$ cat config.mk
export PLATFORM = sky130hd
export DESIGN_NAME = spi_port_ctrl
export DESIGN_NICKNAME = d
export VERILOG_FILES = /design/src/rtl/spi_port_pkg.sv /design/src/rtl/spi_port_clkgen.sv /design/src/rtl/spi_port_shifter.sv /design/src/rtl/spi_port_regs.sv /design/src/rtl/spi_port_ctrl.sv
export SDC_FILE = /design/constraint.sdc
export NUM_CORES = 1
export LEC_CHECK = 0
export ABC_AREA = 1
export BUFFER_PORTS_ARGS = -buffer_cell sky130_fd_sc_hd__buf_2
export CAP_MARGIN = 15
export CORE_UTILIZATION = 27
export CTS_CLUSTER_DIAMETER = 40
export DETAILED_ROUTE_END_ITERATION = 12
export GPL_ROUTABILITY_DRIVEN = 0
export GPL_TIMING_DRIVEN = 0
export PLACE_DENSITY = 0.48
export SLEW_MARGIN = 20
export SYNTH_ARGS = -nofsm -noshare
export SYNTH_HDL_FRONTEND = slang
export SYNTH_SLANG_ARGS = --single-unit
$ cat constraint.sdc
create_clock -name clk -period 2.23 [get_ports clk]
set_input_delay 0.3345 -clock clk [delete_from_list [all_inputs] [get_ports clk]]
set_output_delay 0.3345 -clock clk [all_outputs]
set_load 0.02 [all_outputs]
$ cat src/rtl/spi_port_pkg.sv
`timescale 1ns/1ps
package spi_port_pkg;

    localparam int DATA_W = 8;
    localparam int DIV_W  = 4;

    typedef enum logic [1:0] {
        SEL_CTRL = 2'd0,
        SEL_STAT = 2'd1,
        SEL_DATA = 2'd2,
        SEL_NONE = 2'd3
    } reg_sel_e;

    typedef struct packed {
        logic       ie;
        logic       en;
        logic       od;
        logic       mst;
        logic       cpol;
        logic       cpha;
        logic [1:0] rate;
    } ctrl_t;

    localparam ctrl_t CTRL_RESET = '{ie: 1'b0, en: 1'b0, od: 1'b0, mst: 1'b0,
                                     cpol: 1'b0, cpha: 1'b1, rate: 2'b00};

    // Bus clocks per half serial period, minus one
    function automatic logic [DIV_W-1:0] half_minus1(input logic [1:0] rate);
        case (rate)
            2'd0:    return DIV_W'(0);
            2'd1:    return DIV_W'(1);
            2'd2:    return DIV_W'(7);
            default: return DIV_W'(15);
        endcase
    endfunction

endpackage

$ cat src/rtl/spi_port_clkgen.sv
`timescale 1ns/1ps
module spi_port_clkgen #(
    parameter int DATA_W = 8,
    parameter int DIV_W  = 4
) (
    input  logic             clk,
    input  logic             rst,
    input  logic             start,
    input  logic             abort,
    input  logic [DIV_W-1:0] half_m1,
    output logic             busy,
    output logic             phase,
    output logic             lead,
    output logic             trail
);
    localparam int EDGES  = 2 * DATA_W;
    localparam int EDGE_W = $clog2(EDGES);

    logic [DIV_W-1:0]  div_q;
    logic [EDGE_W-1:0] edge_q;
    logic              tick;

    assign tick  = busy && (div_q == half_m1);
    assign lead  = tick && !phase;
    assign trail = tick && phase;

    always_ff @(posedge clk) begin
        if (rst || abort) begin
            busy   <= 1'b0;
            phase  <= 1'b0;
            div_q  <= '0;
            edge_q <= '0;
        end else if (!busy) begin
            if (start) begin
                busy   <= 1'b1;
                phase  <= 1'b0;
                div_q  <= '0;
                edge_q <= '0;
            end
        end else if (tick) begin
            div_q  <= '0;
            phase  <= ~phase;
            edge_q <= edge_q + 1'b1;
            if (edge_q == EDGE_W'(EDGES - 1)) begin
                busy <= 1'b0;
            end
        end else begin
            div_q <= div_q + 1'b1;
        end
    end
endmodule

$ cat src/rtl/spi_port_shifter.sv
`timescale 1ns/1ps
module spi_port_shifter #(
    parameter int DATA_W = 8
) (
    input  logic              clk,
    input  logic              rst,
    input  logic              load,
    input  logic [DATA_W-1:0] load_data,
    input  logic              cpha,
    input  logic              lead,
    input  logic              trail,
    input  logic              clr,
    input  logic              sin,
    output logic              out_bit,
    output logic [DATA_W-1:0] rx_byte,
    output logic              done,
    output logic              mid
);
    localparam int CNT_W = $clog2(DATA_W);

    logic [DATA_W-1:0] sr_q;
    logic [CNT_W-1:0]  cnt_q;
    logic              sample;
    logic              drive;

    assign sample = cpha ? trail : lead;
    assign drive  = cpha ? lead  : trail;
    assign done   = sample && !load && !clr && (cnt_q == CNT_W'(DATA_W - 1));
    assign mid    = (cnt_q != '0);

    always_ff @(posedge clk) begin
        if (rst) begin
            sr_q    <= '0;
            cnt_q   <= '0;
            out_bit <= 1'b0;
            rx_byte <= '0;
        end else if (load) begin
            sr_q  <= load_data;
            cnt_q <= '0;
            if (!cpha) begin
                out_bit <= load_data[DATA_W-1];
            end
        end else if (clr) begin
            cnt_q <= '0;
        end else begin
            if (sample) begin
                sr_q  <= {sr_q[DATA_W-2:0], sin};
                cnt_q <= done ? '0 : cnt_q + 1'b1;
                if (done) begin
                    rx_byte <= {sr_q[DATA_W-2:0], sin};
                end
            end
            if (drive) begin
                out_bit <= sr_q[DATA_W-1];
            end
        end
    end
endmodule

$ cat src/rtl/spi_port_regs.sv
`timescale 1ns/1ps
module spi_port_regs
    import spi_port_pkg::*;
(
    input  logic              clk,
    input  logic              rst,
    input  logic [1:0]        sel,
    input  logic              wr,
    input  logic              rd,
    input  logic [DATA_W-1:0] wdata,
    input  logic              done,
    input  logic              busy,
    input  logic [DATA_W-1:0] rx_byte,
    output ctrl_t             ctrl,
    output logic [DATA_W-1:0] rdata,
    output logic              irq,
    output logic              load,
    output logic              flag,
    output logic              wcol
);
    logic data_wr, data_rd, stat_rd, collide, clear, armed;

    assign data_wr = wr && (sel == SEL_DATA);
    assign data_rd = rd && (sel == SEL_DATA);
    assign stat_rd = rd && (sel == SEL_STAT);
    assign load    = data_wr && !busy;
    assign collide = data_wr && busy;
    assign clear   = (data_wr || data_rd) && armed;
    assign irq     = ctrl.ie && flag;

    always_ff @(posedge clk) begin
        if (rst) begin
            ctrl  <= CTRL_RESET;
            flag  <= 1'b0;
            wcol  <= 1'b0;
            armed <= 1'b0;
        end else begin
            if (wr && (sel == SEL_CTRL)) begin
                ctrl <= ctrl_t'(wdata);
            end
            if (stat_rd && (flag || wcol)) begin
                armed <= 1'b1;
            end else if (data_wr || data_rd) begin
                armed <= 1'b0;
            end
            if (done) begin
                flag <= 1'b1;
            end else if (clear) begin
                flag <= 1'b0;
            end
            if (collide) begin
                wcol <= 1'b1;
            end else if (clear) begin
                wcol <= 1'b0;
            end
        end
    end

    always_comb begin
        case (reg_sel_e'(sel))
            SEL_CTRL: rdata = ctrl;
            SEL_STAT: rdata = {flag, wcol, {(DATA_W-2){1'b0}}};
            SEL_DATA: rdata = rx_byte;
            default:  rdata = '0;
        endcase
    end
endmodule

$ cat src/rtl/spi_port_ctrl.sv
`timescale 1ns/1ps
module spi_port_ctrl
    import spi_port_pkg::*;
#(
    parameter int SYNC_STAGES = 2
) (
    input  logic              clk,
    input  logic              rst,
    input  logic [1:0]        reg_sel,
    input  logic              reg_wr,
    input  logic              reg_rd,
    input  logic [DATA_W-1:0] reg_wdata,
    output logic [DATA_W-1:0] reg_rdata,
    output logic              irq,
    input  logic              sck_in,
    output logic              sck_out,
    output logic              sck_oe,
    input  logic              mosi_in,
    output logic              mosi_out,
    output logic              mosi_oe,
    input  logic              miso_in,
    output logic              miso_out,
    output logic              miso_oe,
    input  logic              ss_n_in
);
    ctrl_t             ctrl;
    logic              m_busy, m_phase, m_lead, m_trail;
    logic              s_lead, s_trail, s_active;
    logic              sh_lead, sh_trail, sh_done, sh_mid, sh_clr, sh_out;
    logic [DATA_W-1:0] rx_byte;
    logic              st_flag, st_wcol, ld;
    logic              own, follow;

    // Pin synchronizers for the follower role
    logic [SYNC_STAGES-1:0] sck_sy;
    logic [SYNC_STAGES-1:0] ss_sy;
    logic                   sck_prev;
    logic                   sck_s, ss_s, s_rise, s_fall;

    always_ff @(posedge clk) begin
        if (rst) begin
            sck_sy   <= '0;
            ss_sy    <= '1;
            sck_prev <= 1'b0;
        end else begin
            sck_sy   <= {sck_sy[SYNC_STAGES-2:0], sck_in};
            ss_sy    <= {ss_sy[SYNC_STAGES-2:0], ss_n_in};
            sck_prev <= sck_s;
        end
    end

    assign sck_s    = sck_sy[SYNC_STAGES-1];
    assign ss_s     = ss_sy[SYNC_STAGES-1];
    assign s_rise   = sck_s && !sck_prev;
    assign s_fall   = !sck_s && sck_prev;
    assign own      = ctrl.en && ctrl.mst;
    assign follow   = ctrl.en && !ctrl.mst;
    assign s_active = follow && !ss_s;
    assign s_lead   = s_active && (ctrl.cpol ? s_fall : s_rise);
    assign s_trail  = s_active && (ctrl.cpol ? s_rise : s_fall);

    spi_port_regs u_regs (
        .clk     (clk),
        .rst     (rst),
        .sel     (reg_sel),
        .wr      (reg_wr),
        .rd      (reg_rd),
        .wdata   (reg_wdata),
        .done    (sh_done),
        .busy    (m_busy || sh_mid),
        .rx_byte (rx_byte),
        .ctrl    (ctrl),
        .rdata   (reg_rdata),
        .irq     (irq),
        .load    (ld),
        .flag    (st_flag),
        .wcol    (st_wcol)
    );

    spi_port_clkgen #(.DATA_W(DATA_W), .DIV_W(DIV_W)) u_clkgen (
        .clk     (clk),
        .rst     (rst),
        .start   (ld && own),
        .abort   (!own),
        .half_m1 (half_minus1(ctrl.rate)),
        .busy    (m_busy),
        .phase   (m_phase),
        .lead    (m_lead),
        .trail   (m_trail)
    );

    assign sh_lead  = ctrl.mst ? m_lead  : s_lead;
    assign sh_trail = ctrl.mst ? m_trail : s_trail;
    assign sh_clr   = !ctrl.en || (!ctrl.mst && ss_s);

    spi_port_shifter #(.DATA_W(DATA_W)) u_shift (
        .clk       (clk),
        .rst       (rst),
        .load      (ld),
        .load_data (reg_wdata),
        .cpha      (ctrl.cpha),
        .lead      (sh_lead),
        .trail     (sh_trail),
        .clr       (sh_clr),
        .sin       (ctrl.mst ? miso_in : mosi_in),
        .out_bit   (sh_out),
        .rx_byte   (rx_byte),
        .done      (sh_done),
        .mid       (sh_mid)
    );

    // Pins; open-drain emulation releases the enable while driving 1
    assign sck_out  = ctrl.cpol ^ m_phase;
    assign mosi_out = sh_out;
    assign miso_out = sh_out;
    assign sck_oe   = own && (!ctrl.od || !sck_out);
    assign mosi_oe  = own && (!ctrl.od || !sh_out);
    assign miso_oe  = s_active && (!ctrl.od || !sh_out);

    logic unused_wcol;
    assign unused_wcol = st_wcol;
endmodule

==> results of run 1 <==
kinds of logic (layout without fill, tap and decap cells):
logic type / count (synthesis) / in the layout
multiplexers: 3 / 3
adder cells (fa/ha/maj): 5 / 5
AO/OA/AOI/OAI: 57 / 57
XOR/XNOR: 4 / 4
AND/OR/NAND/NOR: 171 / 171
flip-flops: 46 / 46
buffers and inverters: 65 / 105
worst min path at each step:
stage | endpoint | cells past startpoint
floorplan | sck_sy[1] | 2
global placement | sck_sy[1] | 2
detailed placement | ss_sy[1] | 1
CTS | ss_sy[0] | 2
global route | ss_sy[0] | 2
finish | ss_sy[0] | 2
cells in the mapped netlist, drive strengths merged:
library cell / instances / area share
nand4: 7 / 0.026
o22ai: 5 / 0.013
a21oi: 21 / 0.043
clkbuf: 3 / 0.0046
mux2i: 3 / 0.012
nor3: 6 / 0.017
a311oi: 1 / 0.0035
ha: 5 / 0.025
o2111ai: 1 / 0.0035
and2: 1 / 0.0025
nor2: 51 / 0.093
dfxtp: 46 / 0.37
o211ai: 2 / 0.0061
buf: 6 / 0.027
xor2: 4 / 0.014
nor2b: 1 / 0.0025
nand2: 83 / 0.13
o221ai: 1 / 0.0035
a211oi: 1 / 0.0030
nor3b: 1 / 0.0030
a31oi: 1 / 0.0025
a21boi: 1 / 0.0030
or2: 3 / 0.0076
o21ai: 23 / 0.047
nand3: 18 / 0.048
inv: 56 / 0.085
metrics by stage:
stage                     worst slack (ps)  instances  total power, mW   util
after floorplan                        680        351            0.983      -
after CTS                              283        499             1.58  0.324
after global placement                 273        491             1.04  0.314
after detailed placement               299        491             1.04  0.314
after global routing                   145        499             1.64  0.324
final                                  302        499             1.55  0.324
registers in the layout, indices dropped and copies added (netlist names):
signal,count
sck_prev,1
u_shift.rx_byte,8
u_clkgen.edge_q,4
u_clkgen.div_q,4
u_regs.ctrl,8
u_shift.sr_q,8
u_regs.wcol,1
u_shift.out_bit,1
ss_sy,2
u_regs.flag,1
u_clkgen.busy,1
u_regs.armed,1
sck_sy,2
u_clkgen.phase,1
u_shift.cnt_q,3
power groups by stage:
stage                     Clock (mW)  Sequential [mW]  Combinational, mW
after global routing           0.597            0.862              0.180
after floorplan                    0            0.872              0.111
after global placement             0            0.879              0.159
after detailed placement           0            0.878              0.160
after CTS                      0.558            0.859              0.161
final                          0.532            0.859              0.159
placed cells by master (no fill, tap or decap), types with 2 or more instances in the layout:
cell,instances
nor2_4,2
dfxtp_1,46
nand3_1,14
or2_2,2
nand2_2,3
xor2_1,4
clkbuf_8,6
buf_2,33
nand3_2,3
nor3_1,5
inv_2,3
inv_1,53
mux2i_1,3
nor2_1,40
ha_1,5
o22ai_1,5
o21ai_0,23
clkbuf_1,4
a21oi_1,21
buf_6,3
nor2_2,9
o211ai_1,2
nand4_1,5
nand2_1,79
routing by layer:
layer  vias up  wire length [um]  GRT usage
li1       1192                 -          -
met1      1028              3120      0.192
met2        43              2650      0.217
met3         4               257     0.0288
met4         0                64     0.0315
met5         -                 0          0
layout make-up:
type                            count  area (um2)
Sequential cell                    46         921
Multi-Input combinational cell    240        1260
Inverter                           56         210
Clock buffer                        7        86.3
Timing Repair Buffer               32         160
Buffer                              9        77.6
Tap cell                          108         135
Clock inverter                      1        5.00
Fill cell                         982        5950
==> flow_metrics.tcl, run 1 <==
set metrics [dict create \
    status "finished with violations" \
    cts_tree "yes" \
    ir_drop_mv 0.268 \
    cp_num_cells 8 \
    die_area_mm2 0.00953 \
    design_area_mm2 0.00286 \
    combPwrFrac 0.103 \
    endpoint "u_shift.rx_byte[3]" \
    vias 2267 \
    clockRootBuffer "clkbuf_8" \
    setup_tns_ps 0 \
    ys_seq_area_frac 0.373 \
    antenna_left 0 \
    syn_area_mm2 0.00247 \
    cp_data_arrival_time_ps 2130 \
    n_antenna_cell 0 \
    initial_core_util 0.280 \
    drc 2 \
    r2r_end "u_shift.rx_byte[3]" \
    drv_slew 0 \
    synth_cell_types 40 \
    powerDensity_mw_per_mm2 543 \
    syn_avg_cell_area_um2 7.03 \
    post_cts_resized 0 \
    antenna_found_initial 0 \
    portBuffers 32 \
    area_growth_syn_to_layout_pct 15.7 \
    synth_nets 374 \
    r2r_cells 8 \
    slowest_delay_ps 490 \
    io_pins 33 \
    worst_slew_pin_slew_ps 488 \
    crit_slowest_cell "dfxtp_1" \
    h-tree-depth 2 \
    hold_start "ss_n_in" \
    clk_path_buf_depth 2 \
    first_pass_iters 8 \
    path_cells "nand2_1 > o21ai_0 > inv_1 > nor2_4 > nand4_4 > buf_6 > nor2_1 > nor2_1" \
    insertion_delay_ps 300 \
    cts_buffers 5 \
    synth_compound_area_frac 0.127 \
    violations "design-rule violations" \
    crit_start "u_regs.ctrl[4]" \
    r2r_setup_slack_ps 300 \
    max_freq_ghz 0.519 \
    holdBufCountCts 0 \
    switching_share 0.259 \
    hold-worst-slack_ps 226 \
    track_usage 0.138 \
    fin_crit_sh 0.864 \
    core.rowCount 34 \
    grt_pass1_wl_um 10400 \
    path_buf_inv 2 \
    die_y_um 97.6 \
    cpMostUsedCell "nor2_1" \
    worst_ep_required_time_ps 2430 \
    grt_pass1_vias 2122 \
    grt-ovfl-total 0 \
    critPathTopFamily "simple AND/OR/NAND/NOR gates" \
    clk_pin_slew_worst_paths_ps 90 \
    postCtsSetupRepairBufs 0 \
    power.share.clock 0.343 \
    finalHoldViolCount 0 \
    cp_max_fo 10 \
    vias_per_cell 4.54 \
    power.switching_mw 0.401 \
    period_needed_ps 1930 \
    cap_violations 0 \
    path_class "flop to flop" \
    placed_area_mm2 0.00276 \
    p_int_mw 1.15 \
    synthSimpleGateAreaFrac 0.331 \
    p_seq_frac 0.554 \
    die_w_um 97.6 \
    synth_top_family_by_area "simple AND/OR/NAND/NOR gates" \
    drive_gt1_frac 0.184 \
    start_kind "flop" \
    grt_max_degree 14 \
    hpwl_um 4730 \
    rsz0062_at_grt "no" \
    finalSetupViolCount 0 \
    synthMuxAreaShare 0.0122 \
    post_synth_xor_area_fraction 0.0142 \
    yosys_register_bits 46 \
    wl_per_cell_um 12.2 \
    hold_class "primary input to flop" \
    core_mm2 0.00881 \
    skew_ps 11.0 \
    ys_warn_count 0 \
    reg2reg_from "u_regs.ctrl[4]" \
    p_leak_nw 1.33 \
    fin_nets 413 \
    max_slew_margin 0.675 \
    drt_wl_total_um 6100 \
    end_kind "flop" \
    numClockSinks 46 \
    drt_iter0_drc 119 \
    synth_fa_ha_area_frac 0.0253 \
    syn_inst 351 \
]
No activity file was read; power rests on OpenSTA's default activity.
==> run 2, diff against run 1 <==
Settings changed: ABC_AREA 1 to 0, PLACE_DENSITY 0.48 to 0.49, SETUP_SLACK_MARGIN from default to 0.1, SYNTH_HIERARCHICAL from default to 1.
==> flow_metrics.tcl, run 2 <==
set metrics [dict create \
    core.rowCount 34 \
    numClockSinks 46 \
    clk_path_buf_depth 2 \
    core_mm2 0.00876 \
    reg.largest.list "u_regs/ctrl (8), u_shift/rx_byte (8), u_shift/sr_q (8)" \
    synth_flop_cell "dfxtp_1" \
    layout.cells.most_common "dfxtp_1" \
    vias_per_cell 4.99 \
    reg2reg_from "u_regs/ctrl[0]" \
    worst_slew_pin_slew_ps 631 \
    track_usage 0.144 \
    wl_per_cell_um 15.3 \
    ir_drop_mv 0.301 \
    start_kind "flop" \
    fin_crit_sh 1.06 \
    clk_pin_slew_worst_paths_ps 100 \
    status "finished with violations" \
    yosys_register_bits 46 \
    h-tree-depth 2 \
    n_antenna_cell 0 \
    hold_class "primary input to flop" \
    synth_nets 297 \
    nFillCells 940 \
    path_cells "or2_4 > xnor2_2 > and4_1 > buf_6 > and3_4 > a22o_4 > mux2_4 > a21oi_4 > mux2_4" \
    synth_area_leaders "dfxtp_1 38%, mux2i_1 9.0%, nor2b_1 4.1%" \
    drt_iter0_drc 114 \
    end_kind "flop" \
    grt-ovfl-total 0 \
    cts_buffers 5 \
    initial_core_util 0.280 \
    path_class "flop to flop" \
    grt_pass1_vias 2187 \
    setup_ws_ps -137 \
    layout_common_cells "44 x dfxtp_1, 36 x buf_2, 22 x mux2i_1" \
    fin_nets 347 \
    ys_warn_count 6 \
    placed_area_mm2 0.00275 \
    skew_ps 14.8 \
    hold-worst-slack_ps 221 \
    powerDensity_mw_per_mm2 541 \
    synth_commonest_cells "46 x dfxtp_1, 22 x mux2i_1, 22 x nor2_1, 19 x a21oi_1, 16 x nor2b_1" \
    antenna_found_initial 0 \
    cp_max_fo 4 \
    cp_data_arrival_time_ps 2570 \
    syn_inst 274 \
    max_freq_ghz 0.422 \
    portBuffers 32 \
    crit_start "u_regs/ctrl[0]" \
    cap_violations 0 \
    ys_seq_area_frac 0.376 \
    grt_pass1_wl_um 10900 \
    slowest_delay_ps 340 \
    cts_tree "yes" \
    synth.largest_area_cell "dfxtp_1" \
    vias 2161 \
    drc 0 \
    first_pass_iters 4 \
    finalSetupViolCount 19 \
    crit_slowest_cell "dfxtp_2" \
    netlist.area_leader.share 0.376 \
    hold_start "ss_n_in" \
    rsz0062_at_grt "yes" \
    die_area_mm2 0.00946 \
    max_slew_margin 0.575 \
    finalHoldViolCount 0 \
    drt_wl_total_um 6610 \
    utilization 0.347 \
    drv_slew 0 \
    violations "negative setup slack" \
    synth_edf_count 0 \
    drive_gt1_frac 0.302 \
    grt_max_degree 16 \
    insertion_delay_ps 300 \
    synth_cell_types 51 \
    die_w_um 97.3 \
    hpwl_um 4700 \
    syn_avg_cell_area_um2 8.95 \
    design_area_mm2 0.00304 \
    area_growth_syn_to_layout_pct 24.0 \
    post-synth-top-count-cell "dfxtp_1" \
    io_pins 33 \
    antenna_left 0 \
    synthArstFlopShare 0 \
    worst_ep_required_time_ps 2430 \
    die_y_um 97.3 \
    syn_area_mm2 0.00245 \
    p_leak_nw 1.22 \
    cpMostUsedCell "mux2_4" \
    clockRootBuffer "clkbuf_8" \
    period_needed_ps 2370 \
]
[run 2: final cells by class]
cell class	count	area, um2	share of cell area
Sequential cell	46	923	0.304
Clock buffer	5	68.8	0.0226
Inverter	6	22.5	0.00741
Tap cell	108	135	0.0445
Multi-Input combinational cell	205	1470	0.485
Clock inverter	3	43.8	0.0144
Buffer	17	125	0.0412
Timing Repair Buffer	43	246	0.0811
[run 2: logic make-up (layout without fill, tap and decap cells)]
group	count (synthesis)	after routing	share of synthesized area
AND/OR/NAND/NOR	99	99	0.221
AO/OA/AOI/OAI	66	66	0.171
flip-flops	46	46	0.376
multiplexers	29	29	0.129
buffers and inverters	23	74	0.0567
XOR/XNOR	6	6	0.0214
adder cells (fa/ha/maj)	5	5	0.0255
[run 2: power breakdown]
part / internal, mW / leakage [nW] / switching (mW)
Sequential: 0.834 / 0.373 / 0.0145
Combinational: 0.0661 / 0.791 / 0.0828
Clock: 0.336 / 0.0585 / 0.309
Total: 1.24 / 1.22 / 0.406
[run 2: per-stage QoR]
step                power (mW)  setup TNS (ps)  instances  setup WS [ps]
global placement          1.00           -1630        414           -202
global route              1.71           -2730        433           -193
floorplan                0.949           -80.0        274          -26.7
detailed placement        1.00           -1710        414           -189
CTS                       1.65           -1180        431           -146
finish                    1.64           -1430        433           -137
[run 2: final timing paths]
check / endpoint / slack, ps / depth (start not counted)
setup / recovery: u_shift/sr_q[7] / -140 / 9
hold / removal: ss_sy[0] / 220 / 2
setup reg to reg: u_shift/sr_q[7] / -140 / 9
hold reg to reg: ss_sy[1] / 410 / 1
[run 2: what timing repair did]
action / in CTS / in global routing
cloned: 1 / 0
setup buffers: 8 / 2
gates resized for setup: 10 / 13
pin swaps: 8 / 3
hold buffers: 0 / 0
endpoints found under the setup margin: 21 / 22
[run 2: worst max-delay path, delay by kind of cell, from the launching register on]
kind | cells | cell delay, ps
muxes | 2 | 620
and+or+nand+nor | 3 | 590
AOI/OAI and AO/OA | 2 | 450
DFF | 1 | 340
xor gates and xnor gates | 1 | 140
buffers and inverters | 1 | 120
[run 2: metal layers]
metal | wire (um) | vias up | GRT usage
li1 | - | 1085 | -
met5 | 0 | - | 0
met3 | 231 | 6 | 0.0288
met1 | 3300 | 1025 | 0.198
met2 | 3020 | 45 | 0.230
met4 | 65 | 0 | 0.0419
==> run 3, diff against run 2 <==
Settings changed: ABC_AREA 0 to 1, PLACE_DENSITY 0.49 to 0.48.
==> flow_metrics.tcl, run 3 <==
set metrics [dict create \
    die_y_um 99.8 \
    netlist.area_leader.share 0.356 \
    end_kind "flop" \
    post-synth-top-count-cell "nand2_1" \
    core_mm2 0.00924 \
    ys_warn_count 6 \
    layout.cells.most_common "nand2_1" \
    die_area_mm2 0.00997 \
    syn_inst 389 \
    io_pins 33 \
    period_needed_ps 2030 \
    path_class "flop to flop" \
    insertion_delay_ps 300 \
    fin_nets 470 \
    drt_wl_total_um 6710 \
    grt-ovfl-total 0 \
    synth_flop_cell "dfxtp_1" \
    crit_slowest_cell "nor4_4" \
    area_growth_syn_to_layout_pct 25.8 \
    cp_num_cells 13 \
    worst_slew_pin_slew_ps 737 \
    cts_tree "yes" \
    drive_gt1_frac 0.272 \
    p_leak_nw 1.50 \
    wl_per_cell_um 11.6 \
    clk_pin_slew_worst_paths_ps 90 \
    status "completed" \
    drc 0 \
    grt_pass1_vias 2302 \
    initial_core_util 0.280 \
    holdBufCountCts 0 \
    yosys_register_bits 46 \
    total_power_mw 1.57 \
    cpMostUsedCell "inv_2" \
    powerDensity_mw_per_mm2 483 \
    start_kind "flop" \
    syn_area_mm2 0.00258 \
    core.rowCount 35 \
    path_cells "inv_2 > ha_2 > nand2_1 > or2_4 > nor4_4 > buf_4 > buf_4 > nor2_4 > nand3_4 > buf_6 > inv_2 > inv_2 > a21oi_2" \
    ys_seq_area_frac 0.356 \
    grt_max_degree 18 \
    cap_violations 0 \
    synth_nets 412 \
    critPathTopFamily "simple AND/OR/NAND/NOR gates" \
    hpwl_um 5030 \
    synthArstFlopShare 0 \
    antenna_left 0 \
    max_slew_margin 0.506 \
    r2r_cells 13 \
    numClockSinks 46 \
    grt_pass1_wl_um 11100 \
    first_pass_iters 4 \
    synth_area_leaders "dfxtp_1 36%, nand2_1 14%, inv_1 9.0%" \
    h-tree-depth 2 \
    hold_class "primary input to flop" \
    layout_common_cells "85 x nand2_1, 57 x inv_1, 51 x nor2_1" \
    utilization 0.352 \
    skew_ps 9.08 \
    n_antenna_cell 0 \
    holdPathStages 2 \
    reg.largest.list "u_regs/ctrl (8), u_shift/rx_byte (8), u_shift/sr_q (8)" \
    fin_crit_sh 0.910 \
    worst_ep_required_time_ps 2400 \
    antenna_found_initial 0 \
    rsz0062_at_grt "yes" \
    drv_slew 0 \
    synth_commonest_cells "93 x nand2_1, 62 x inv_1, 54 x nor2_1, 46 x dfxtp_1, 30 x nand3_1" \
    drt_iter0_drc 123 \
    cp_data_arrival_time_ps 2210 \
    portBuffers 32 \
    path_buf_inv 6 \
    max_freq_ghz 0.493 \
    ir_drop_mv 0.267 \
    finalHoldViolCount 0 \
    synth.largest_area_cell "dfxtp_1" \
    vias_per_cell 4.37 \
    synth_edf_count 0 \
    syn_avg_cell_area_um2 6.64 \
    clockRootBuffer "clkbuf_8" \
    synth_cell_types 37 \
    cp_max_fo 6 \
    finalSetupViolCount 0 \
    cts_buffers 5 \
    die_w_um 99.8 \
    track_usage 0.143 \
    slowest_delay_ps 370 \
    vias 2523 \
    clk_path_buf_depth 2 \
]
[run 3: cell count changes in the layout (fill, tap and decap cells not counted), moves of 6 or more]
cell     delta
nor2b_1    -16
inv_2       +9
nand2_1    +71
nor2_1     +31
nand2_2    +14
o21ai_1     -6
mux2i_1    -22
a31oi_1     -6
nand3_1    +18
inv_1      +51
[run 3: path summary, 6_finish.rpt]
path	startpoint	endpoint	slack, ps
max	u_shift/cnt_q[0]	u_regs/flag	200
min	ss_n_in	ss_sy[0]	220
max reg2reg	u_shift/cnt_q[0]	u_regs/flag	200
min reg2reg	sck_sy[0]	sck_sy[1]	410
[run 3: power breakdown]
| group | total (mW) | switching, mW | internal, mW |
|---|---|---|---|
| Sequential | 0.852 | 0.0167 | 0.835 |
| Combinational | 0.179 | 0.111 | 0.0682 |
| Clock | 0.539 | 0.290 | 0.250 |
[run 3: what timing repair did]
| item | in CTS | in global routing |
|---|---|---|
| pin swaps | 6 | 10 |
| gates cloned | 1 | 1 |
| setup endpoints to repair | 31 | 28 |
| gates resized for setup | 8 | 36 |
| setup buffers | 8 | 9 |
[run 3: cell type report]
type,count,area [um2]
clock buffer,6,82.6
sequential,46,928
multi-input combinational,267,1430
clock inverter,2,12.5
timing repair buffer,50,303
fill,993,5990
buffer,7,61.3
inverter,70,275
tap,129,161
[run 3: per-layer routing]
| metal | vias up | routed length [um] | part of all wire | track usage |
|---|---|---|---|---|
| li1 | 1329 | - | - | - |
| met1 | 1157 | 3230 | 0.48 | 0.192 |
| met2 | 33 | 3230 | 0.48 | 0.240 |
| met3 | 4 | 200 | 0.030 | 0.0237 |
| met4 | 0 | 48 | 0.0072 | 0.0328 |
| met5 | - | 0 | 0 | 0 |
[run 3: stage by stage]
| stage | TNS [ps] | instance area (um2) | worst slack (ps) | instances | hold slack (ps) |
|---|---|---|---|---|---|
| 4_1_cts | 0 | 3100 | 101 | 567 | 211 |
| 6_report | 0 | 3250 | 200 | 577 | 215 |
| 3_5_place_dp | -5210 | 2910 | -348 | 550 | 401 |
| 5_1_grt | 0 | 3250 | 52.3 | 577 | 212 |
| 2_1_floorplan | 0 | 2580 | 162 | 389 | 388 |
| 3_3_place_gp | -4440 | 2910 | -312 | 550 | 391 |
[run 3: cells by family (layout without fill, tap and decap cells)]
family,after synthesis,after routing,share of synthesized area
AOI/OAI and AO/OA,46,46,0.105
xor gates and xnor gates,2,2,0.00678
adders and majority gates,5,5,0.0242
buffers and inverters,77,135,0.125
DFF,46,46,0.356
muxes,1,1,0.00436
and+or+nand+nor,212,213,0.379
